$ cat src/rtl/ctree_pkg.sv
package ctree_pkg;

  // Upper bound on result columns handled by the elaboration-time schedule.
  localparam int MAXCOL = 64;

  // Width of a counter result for s inputs.
  function automatic int out_bits(input int s);
    return $clog2(s + 1);
  endfunction

  // Result width for k operands of w bits.
  function automatic int sum_w(input int k, input int w);
    return w + $clog2(k);
  endfunction

  // Bits of a column of height h that skip every counter.
  function automatic int pass_of(input int h, input int m);
    int r;
    r = h % m;
    return (r >= 3) ? 0 : r;
  endfunction

  // Counters placed in a column of height h.
  function automatic int ctr_num(input int h, input int m);
    return h / m + (((h % m) >= 3) ? 1 : 0);
  endfunction

  // Counters in a column of height h whose result has a bit at index j.
  function automatic int ctr_wide(input int h, input int m, input int j);
    int n;
    n = 0;
    if (j < out_bits(m)) n = n + h / m;
    if (((h % m) >= 3) && (j < out_bits(h % m))) n = n + 1;
    return n;
  endfunction

  // Height of column col at reduction level lvl (level 0 is the raw matrix).
  function automatic int col_h(input int k, input int w, input int m,
                               input int lvl, input int col);
    int h [MAXCOL];
    int g [MAXCOL];
    int sw;
    sw = sum_w(k, w);
    for (int c = 0; c < MAXCOL; c++) h[c] = (c < w) ? k : 0;
    for (int l = 0; l < lvl; l++) begin
      for (int c = 0; c < sw; c++) begin
        g[c] = pass_of(h[c], m);
        for (int j = 0; j < out_bits(m); j++)
          if (c - j >= 0) g[c] = g[c] + ctr_wide(h[c-j], m, j);
      end
      for (int c = 0; c < sw; c++) h[c] = g[c];
    end
    return h[col];
  endfunction

  // Number of counter levels until every column holds two bits or fewer.
  function automatic int num_lvls(input int k, input int w, input int m);
    int mx;
    for (int l = 0; l < MAXCOL; l++) begin
      mx = 0;
      for (int c = 0; c < sum_w(k, w); c++)
        if (col_h(k, w, m, l, c) > mx) mx = col_h(k, w, m, l, c);
      if (mx <= 2) return l;
    end
    return MAXCOL;
  endfunction

  // Tallest column over all levels: row count of the matrix buses.
  function automatic int max_h(input int k, input int w, input int m);
    int mx;
    mx = 2;
    for (int l = 0; l <= num_lvls(k, w, m); l++)
      for (int c = 0; c < sum_w(k, w); c++)
        if (col_h(k, w, m, l, c) > mx) mx = col_h(k, w, m, l, c);
    return mx;
  endfunction

  // First row in column dc of level lvl+1 that takes result bit j of the
  // counters sitting in column dc-j at level lvl.
  function automatic int dest_base(input int k, input int w, input int m,
                                   input int lvl, input int dc, input int j);
    int b;
    b = pass_of(col_h(k, w, m, lvl, dc), m);
    for (int jj = 0; jj < j; jj++)
      if (dc - jj >= 0) b = b + ctr_wide(col_h(k, w, m, lvl, dc - jj), m, jj);
    return b;
  endfunction

endpackage

$ cat src/rtl/ctree_counter.sv
module ctree_counter #(
  parameter int M  = 8,
  parameter int OW = $clog2(M + 1)
) (
  input  logic [M-1:0]  bits,
  output logic [OW-1:0] count
);

  // Ones count accumulated modulo 2**OW; OW equals $clog2(M+1) unless the
  // upper result bits would land beyond the top result column.
  always_comb begin
    count = '0;
    for (int i = 0; i < M; i++) count = count + OW'(bits[i]);
  end

  always_comb begin
    AST_COUNT_EXACT: assert (count == OW'($countones(bits)));
  end

endmodule

$ cat src/rtl/ctree_level.sv
module ctree_level
  import ctree_pkg::*;
#(
  parameter int K    = 8,
  parameter int W    = 8,
  parameter int M    = 8,
  parameter int LVL  = 0,
  parameter int SW   = 11,
  parameter int MAXH = 8
) (
  input  logic                 clk,
  input  logic                 rst,
  input  logic [SW*MAXH-1:0]   mat_in,
  output logic [SW*MAXH-1:0]   mat_out
);

  localparam int MB = SW * MAXH;

  // Next-level matrix: bit c*MAXH+i is row i of column c.
  wire  [MB-1:0] nxt;
  logic [MB-1:0] mat_q;

  for (genvar c = 0; c < SW; c++) begin : g_col
    localparam int H  = col_h(K, W, M, LVL, c);
    localparam int HN = col_h(K, W, M, LVL + 1, c);
    localparam int NF = H / M;
    localparam int PS = pass_of(H, M);
    localparam int NC = ctr_num(H, M);

    // Leftover bits of a short remainder move down unchanged.
    for (genvar i = 0; i < PS; i++) begin : g_pass
      assign nxt[c*MAXH + i] = mat_in[c*MAXH + NF*M + i];
    end

    // Full-width counters first, then one counter for a remainder of 3+.
    for (genvar n = 0; n < NC; n++) begin : g_ctr
      localparam int SZ = (n < NF) ? M : (H % M);
      localparam int OW = (c + out_bits(SZ) > SW) ? (SW - c) : out_bits(SZ);
      logic [OW-1:0] cnt;

      ctree_counter #(.M(SZ), .OW(OW)) u_ctr (
        .bits  (mat_in[c*MAXH + n*M +: SZ]),
        .count (cnt)
      );

      for (genvar j = 0; j < OW; j++) begin : g_out
        assign nxt[(c+j)*MAXH + dest_base(K, W, M, LVL, c + j, j) + n] = cnt[j];
      end
    end

    for (genvar i = HN; i < MAXH; i++) begin : g_zero
      assign nxt[c*MAXH + i] = 1'b0;
    end
  end

  always_ff @(posedge clk) begin
    if (rst) mat_q <= '0;
    else     mat_q <= nxt;
  end

  assign mat_out = mat_q;

  // Weighted value of a matrix, modulo 2**SW.
  function automatic logic [SW-1:0] wval(input logic [MB-1:0] v);
    logic [SW-1:0] a;
    a = '0;
    for (int c = 0; c < SW; c++)
      for (int i = 0; i < MAXH; i++)
        a = a + (SW'(v[c*MAXH + i]) << c);
    return a;
  endfunction

  AST_LEVEL_VALUE: assert property (@(posedge clk) disable iff (rst)
    !$past(rst) |-> (wval(mat_q) == $past(wval(mat_in))));

endmodule

$ cat src/rtl/ctree_final_add.sv
module ctree_final_add #(
  parameter int SW   = 11,
  parameter int MAXH = 8
) (
  input  logic               clk,
  input  logic               rst,
  input  logic [SW*MAXH-1:0] mat,
  output logic [SW-1:0]      sum
);

  localparam int AW = SW + $clog2(MAXH);

  // Only rows 0 and 1 are non-constant after reduction; the constant-zero
  // rows fold away, leaving a two-input carry-propagate adder.
  logic [AW-1:0] acc;

  always_comb begin
    acc = '0;
    for (int i = 0; i < MAXH; i++)
      for (int c = 0; c < SW; c++)
        acc = acc + (AW'(mat[c*MAXH + i]) << c);
  end

  always_ff @(posedge clk) begin
    if (rst) sum <= '0;
    else     sum <= acc[SW-1:0];
  end

  AST_NO_OVERFLOW: assert property (@(posedge clk) disable iff (rst)
    acc[AW-1:SW] == '0);

endmodule

$ cat src/rtl/ctree_sum.sv
module ctree_sum
  import ctree_pkg::*;
#(
  parameter int K = 8,
  parameter int W = 8,
  parameter int M = 8,
  localparam int SW = W + $clog2(K)
) (
  input  logic           clk,
  input  logic           rst,
  input  logic           in_valid,
  input  logic [K*W-1:0] in_ops,
  output logic           out_valid,
  output logic [SW-1:0]  out_sum
);

  localparam int NL   = num_lvls(K, W, M);
  localparam int MAXH = max_h(K, W, M);
  localparam int LAT  = NL + 1;
  localparam int MB   = SW * MAXH;
  localparam int WCW  = $clog2(LAT + 1);

  // Level-0 matrix: column c holds bit c of every operand.
  wire [MB-1:0] mat0;
  wire [MB-1:0] lvl_mat [NL+1];

  for (genvar c = 0; c < SW; c++) begin : g_mcol
    for (genvar i = 0; i < MAXH; i++) begin : g_mrow
      if (c < W && i < K) begin : g_bit
        assign mat0[c*MAXH + i] = in_ops[i*W + c];
      end else begin : g_pad
        assign mat0[c*MAXH + i] = 1'b0;
      end
    end
  end

  assign lvl_mat[0] = mat0;

  for (genvar l = 0; l < NL; l++) begin : g_lvl
    ctree_level #(
      .K(K), .W(W), .M(M), .LVL(l), .SW(SW), .MAXH(MAXH)
    ) u_lvl (
      .clk     (clk),
      .rst     (rst),
      .mat_in  (lvl_mat[l]),
      .mat_out (lvl_mat[l+1])
    );
  end

  ctree_final_add #(.SW(SW), .MAXH(MAXH)) u_fin (
    .clk (clk),
    .rst (rst),
    .mat (lvl_mat[NL]),
    .sum (out_sum)
  );

  // Valid flag delayed by the reduction levels plus the final adder.
  logic [LAT-1:0] vpipe;

  always_ff @(posedge clk) begin
    if (rst) vpipe <= '0;
    else     vpipe <= (vpipe << 1) | LAT'(in_valid);
  end

  assign out_valid = vpipe[LAT-1];

  // Cycles since reset, saturating at LAT; only used to arm the alignment check.
  logic [WCW-1:0] warm;

  always_ff @(posedge clk) begin
    if (rst)                     warm <= '0;
    else if (warm != WCW'(LAT))  warm <= warm + 1'b1;
  end

  AST_VALID_ALIGN: assert property (@(posedge clk) disable iff (rst)
    (warm == WCW'(LAT)) |-> (out_valid == $past(in_valid, LAT)));

  AST_VALID_RESET: assert property (@(posedge clk) disable iff (rst)
    $past(rst) |-> !out_valid);

endmodule

$ cat config.mk
export PLATFORM = sky130hd
export DESIGN_NAME = ctree_sum
export DESIGN_NICKNAME = d
export VERILOG_FILES = /design/src/rtl/ctree_pkg.sv /design/src/rtl/ctree_counter.sv /design/src/rtl/ctree_level.sv /design/src/rtl/ctree_final_add.sv /design/src/rtl/ctree_sum.sv
export SDC_FILE = /design/constraint.sdc
export NUM_CORES = 1
export LEC_CHECK = 0
export ABC_AREA = 1
export CAP_MARGIN = 10
export CORE_UTILIZATION = 30
export DETAILED_ROUTE_END_ITERATION = 10
export HOLD_SLACK_MARGIN = 0.02
export PLACE_DENSITY = 0.55
export SLEW_MARGIN = 20
export SYNTH_ARGS = -nofsm -noshare
export SYNTH_HDL_FRONTEND = slang
export SYNTH_SLANG_ARGS = --single-unit
export TNS_END_PERCENT = 30
$ cat constraint.sdc
create_clock -name clk -period 9.7 [get_ports clk]
set_input_delay 2.425 -clock clk [delete_from_list [all_inputs] [get_ports clk]]
set_output_delay 2.425 -clock clk [all_outputs]
set_load 0.02 [all_outputs]
# --- After elaboration in Yosys (flattened, before gate mapping) ---
# Index checks and enable logic that the tools add are counted.
totals:
  ff_bits: 160
  wordCells: 180
  out_inout_bits: 12
  in_bits: 67
op_classes:
  n_bitwise: 1
  add_sub_neg: 173
op_table:
  columns: ["cell", "count"]
  rows:
  - ["4-bit by 1-bit adder with 4-bit output", 32]
  - ["11-bit by 10-bit adder with 11-bit output", 8]
  - ["11-bit adder", 8]
  - ["11-bit by 4-bit adder with 11-bit output", 8]
  - ["11-bit by 5-bit adder with 11-bit output", 8]
  - ["11-bit by 6-bit adder with 11-bit output", 8]
  - ["11-bit by 7-bit adder with 11-bit output", 8]
  - ["11-bit by 8-bit adder with 11-bit output", 8]
  - ["11-bit by 9-bit adder with 11-bit output", 8]
  - ["11-bit by 1-bit adder with 11-bit output", 7]
  - ["11-bit by 2-bit adder with 11-bit output", 7]
  - ["11-bit by 3-bit adder with 11-bit output", 7]
  - ["1-bit by 1-bit adder with 2-bit output", 20]
  - ["2-bit by 1-bit adder with 3-bit output", 13]
  - ["3-bit by 1-bit adder with 4-bit output", 8]
  - ["2-bit by 1-bit adder with 2-bit output", 8]
  - ["3-bit by 1-bit adder with 3-bit output", 5]
  - ["3-bit by 3-bit adder with 4-bit output", 1]
  - ["4-bit by 1-bit OR with 4-bit output", 1]
  - ["1-bit by 2-bit adder with 3-bit output", 1]

# --- Logic depth before layout (Yosys ltp) ---
logic_depth:
  depth_word: 87
  mapped_depth: 10

# --- Cells and area by module ---
# Synthesis repeated with hierarchy kept, for this count alone.
hier_totals:
  hier_cells: 1011
  area_unflattened_um2: 8177.8
by_module_without_submodules:
  columns: ["module", "seq_area_each_um2", "n_inst", "area_each_um2", "cells_per_inst"]
  rows:
  - ["ctree_final_add", 220.2, 1, 2516.2, 330]
  - ["ctree_counter at g_lvl[0].u_lvl.g_col[0].g_ctr[0].u_ctr ...", 0.0, 8, 178.9, 23]
  - ["ctree_level at g_lvl[0].u_lvl", 640.6, 1, 1338.8, 156]
  - ["ctree_level at g_lvl[1].u_lvl", 500.5, 1, 1201.2, 142]
  - ["ctree_level at g_lvl[2].u_lvl", 380.4, 1, 1071.0, 129]
  - ["ctree_counter at g_lvl[1].u_lvl.g_col[3].g_ctr[0].u_ctr ...", 0.0, 5, 63.8, 8]
  - ["ctree_counter at g_lvl[1].u_lvl.g_col[2].g_ctr[0].u_ctr ...", 0.0, 6, 20.0, 1]
  - ["ctree_sum", 80.1, 1, 113.9, 13]
  - ["ctree_counter at g_lvl[2].u_lvl.g_col[9].g_ctr[0].u_ctr", 0.0, 1, 66.3, 11]

# --- Worst setup path after synthesis ---
# OpenSTA, ideal clock, no wires.
synth_path:
  path_kind: "input-to-reg"
  start: "input port in_ops[0]"
  end: "register g_lvl[0].u_lvl.mat_q[18]"
  path_slack_ns: 4.901
  path_buffers: 0
  stages: 10
  required_time_ns: 9.581
  arrival_time_ns: 4.679
  cell_sequence: "fa_1 -> inv_1 -> fa_1 -> fa_1 -> inv_1 -> ha_1 -> inv_1 -> fa_1 -> o21ai_0 -> a21oi_1"
synth_between:
  elab_chain_len: 7
synth_rtl:
  columns: ["element", "line", "rtl"]
  rows:
  - ["start, declared", "ctree_sum.sv:12", "input logic [K*W-1:0] in_ops,"]
  - ["1-bit by 1-bit adder with 2-bit output", "ctree_counter.sv:13", "for (int i = 0; i < M; i++) count = count + OW'(bits[i]);"]
  - ["2-bit by 1-bit adder with 3-bit output", "ctree_counter.sv:13", null]
  - ["3-bit by 1-bit adder with 4-bit output", "ctree_counter.sv:13", null]
  - ["4-bit by 1-bit adder with 4-bit output (4 in series)", "ctree_counter.sv:13", null]
  - ["end signal, assigned", "ctree_level.sv:58", "else mat_q <= nxt;"]
  - ["end, declared", "ctree_level.sv:21", "logic [MB-1:0] mat_q;"]
# No other way between the ends.
# A chain may end at the register's enable or synchronous reset.

# --- Worst setup path in the final report ---
layout_path:
  start: "input port in_ops[2]"
  end: "register g_lvl[0].u_lvl.mat_q[34]"
# The elaborated chain is that of the path after synthesis.

==> metrics <==
outcome=complete, no violations; fin crit period=5.04 ns; Synth area leader=dfxtp_1; DR WL/cell=8.33 um; via count=3,114; sequential share of the synthesized area=38.8%; Slew Limit Fails=0; Post-synth EDFFs=0; total chip power=1.12 mW; Comb pwr share=27.7%; crit end category=flop; Layout area overhead=27.6%; Port Buf Inserts=78; post-route clock skew=0.00500 ns; Req. time, crit path=9.92 ns; CTS sink cnt=91; internal power=0.788 mW; setup violators final=0; Initial Utilization=30.8%; max_slew headroom=48.2%; crit path DAT=5.26 ns; Layout Utilization=39.3%; DRT iter0 DRCs=116; largest net degree at the start of global routing=79; syn_nets=688; GRT Util Overall=9.67%; CTS H-Tree Depth=3; Post-Synthesis Cells=534; Synth cell types=21; post-CTS resize count=0; WHS=0.399 ns; CTS Hold Bufs=0; Sw Pwr=0.331 mW; Sw Ratio=29.6%; static leakage=2.95 nW; mean area per synthesized cell=8.80 um^2; fin area=0.00600 mm^2; Final #Nets=768; Worst-Skew Late Latency=0.33 ns; # rows=45; Max Fclk=198 MHz; Synth area leaders=dfxtp_1, fa_1, inv_1; register bit total from synthesis=91; Final Hold Fails=0; Setup Fix Bufs, Post-CTS=0; Final Cycle Share=52.0%; CTS tree=done; Root Driver=clkbuf_16; die height=127 um; Final GP Congestion=0.699; I/O pin count=79; Slew @ Worst Pin=0.776 ns; initial antenna violation count=0; register share of total power=41.5%; Max-Cap Viols=0; ys flop type=dfxtp_1; HPWL after DPL=5.51 mm; Die Area=0.0162 mm^2; Critical Path Start Type=primary input; CP max FO=2; setup TNS=0 ns; Clk pwr share=30.8%; vias per cell=3.75; Synth async-reset ratio=0%; first-pass GRT wire length=12.8 mm; Cell Area, Synth=0.00470 mm^2; number of CTS-inserted buffers=9; top cell type's share of synthesized area=38.8%; layout cell share with drive strength beyond 1=3.72%; Longest Clk Path Bufs=2; Pwr Density=187 mW/mm^2; synth warn=0; die width=127 um; Post-Route WL=6.91 mm; Post-route DRC=0; unrepaired setup endpoints after global routing=no; CORE AREA=0.0153 mm^2; drt pass-1 iters=4; WS Path Type=in -> reg; Min-Delay Path Class=reg -> reg; GRT overflow=0; clock transition at the registers of the reported paths=0.07 ns; Max IR drop VDD=0.0826 mV; vias in the first global route=3,137; DRT antenna net count=0; Area after DPL=0.00570 mm^2; Antenna Cells=0
-- final cells by class --
| cell class | instances | area (um^2) |
|---|---|---|
| clock buffers | 10 | 229 |
| flip-flops and latches | 91 | 1820 |
| inverters | 189 | 709 |
| well taps | 211 | 264 |
| multi-input cells | 244 | 2120 |
| fillers | 1531 | 9260 |
| repair buffers | 79 | 783 |
| clock inverters | 6 | 72.6 |
-- critical path, cell delays in order --
cell	delay (ns)
clkdlybuf4s50_1	0.45
inv_1	0.05
fa_1	0.56
fa_1	0.43
fa_1	0.43
inv_1	0.06
ha_1	0.15
inv_1	0.05
fa_1	0.38
o21ai_0	0.20
a21oi_1	0.06
-- power by group through the flow --
| stage | sequential, mW | clock (mW) | combinational, mW |
|---|---|---|---|
| after global placement | 0.474 | 0 | 0.304 |
| after global routing | 0.473 | 0.372 | 0.372 |
| after floorplan | 0.477 | 0 | 0.216 |
| final | 0.465 | 0.344 | 0.310 |
| after CTS | 0.466 | 0.358 | 0.319 |
| after detailed placement | 0.474 | 0 | 0.316 |
-- final timing paths --
path	endpoint	slack, ns	start	cells after the start
setup reg to reg	g_lvl[1].u_lvl.mat_out[41]	8.09	g_lvl[0].u_lvl.mat_out[32]	7
hold / removal	g_lvl[1].u_lvl.mat_out[9]	0.40	g_lvl[0].u_lvl.mat_out[9]	2
setup / recovery	g_lvl[0].u_lvl.mat_out[34]	4.66	in_ops[2]	11
hold reg to reg	g_lvl[1].u_lvl.mat_out[9]	0.40	g_lvl[0].u_lvl.mat_out[9]	2
-- cells in the mapped netlist (2+ instances only) --
library cell / number
clkbuf_1: 4
nand2_2: 2
buf_2: 5
dfxtp_1: 91
xnor2_1: 2
o21ai_0: 8
nor2_1: 80
nand2_1: 21
inv_1: 189
xor2_1: 3
nand3_1: 6
a21oi_1: 23
fa_1: 44
nor3_1: 7
ha_1: 43
-- sequential cells by signal, indices dropped and copies added (netlist names) --
| register | cells |
|---|---|
| vpipe | 4 |
| g_lvl.u_lvl.mat_out | 76 |
| u_fin.sum | 11 |
-- metrics by stage --
step	worst slack, ns	instances
after floorplan	4.90	534
after global placement	4.39	814
after detailed placement	4.31	814
after CTS	4.67	830
after global routing	4.47	830
final	4.66	830
-- cell usage in the layout (no fill, tap or decap), types with 3 or more instances in the layout --
cell type	n
inv_1	189
nand2_1	21
fa_1	44
o21ai_0	8
nor2_1	80
nor3_1	7
clkdlybuf4s50_1	77
dfxtp_1	91
clkbuf_16	9
xor2_1	3
ha_1	43
a21oi_1	23
nand3_1	6
-- kinds of logic after synthesis --
| group | share of synthesized area (%) |
|---|---|
| adder cells (fa/ha/maj) | 30.2 |
| XOR/XNOR | 0.932 |
| buffers and inverters | 16.2 |
| flip-flops | 38.8 |
| AND/OR/NAND/NOR | 10.3 |
| AO/OA/AOI/OAI | 3.65 |
-- per-layer routing --
layer	track usage, %	wire length, um	vias up	part of all wire, %
li1	-	-	1666	-
met1	11.8	3240	1393	47
met2	16.5	3340	53	48
met3	2.09	271	2	3.9
met4	4.13	61	0	0.88
met5	0	0	-	0
Power figures use the tool's default switching activity.
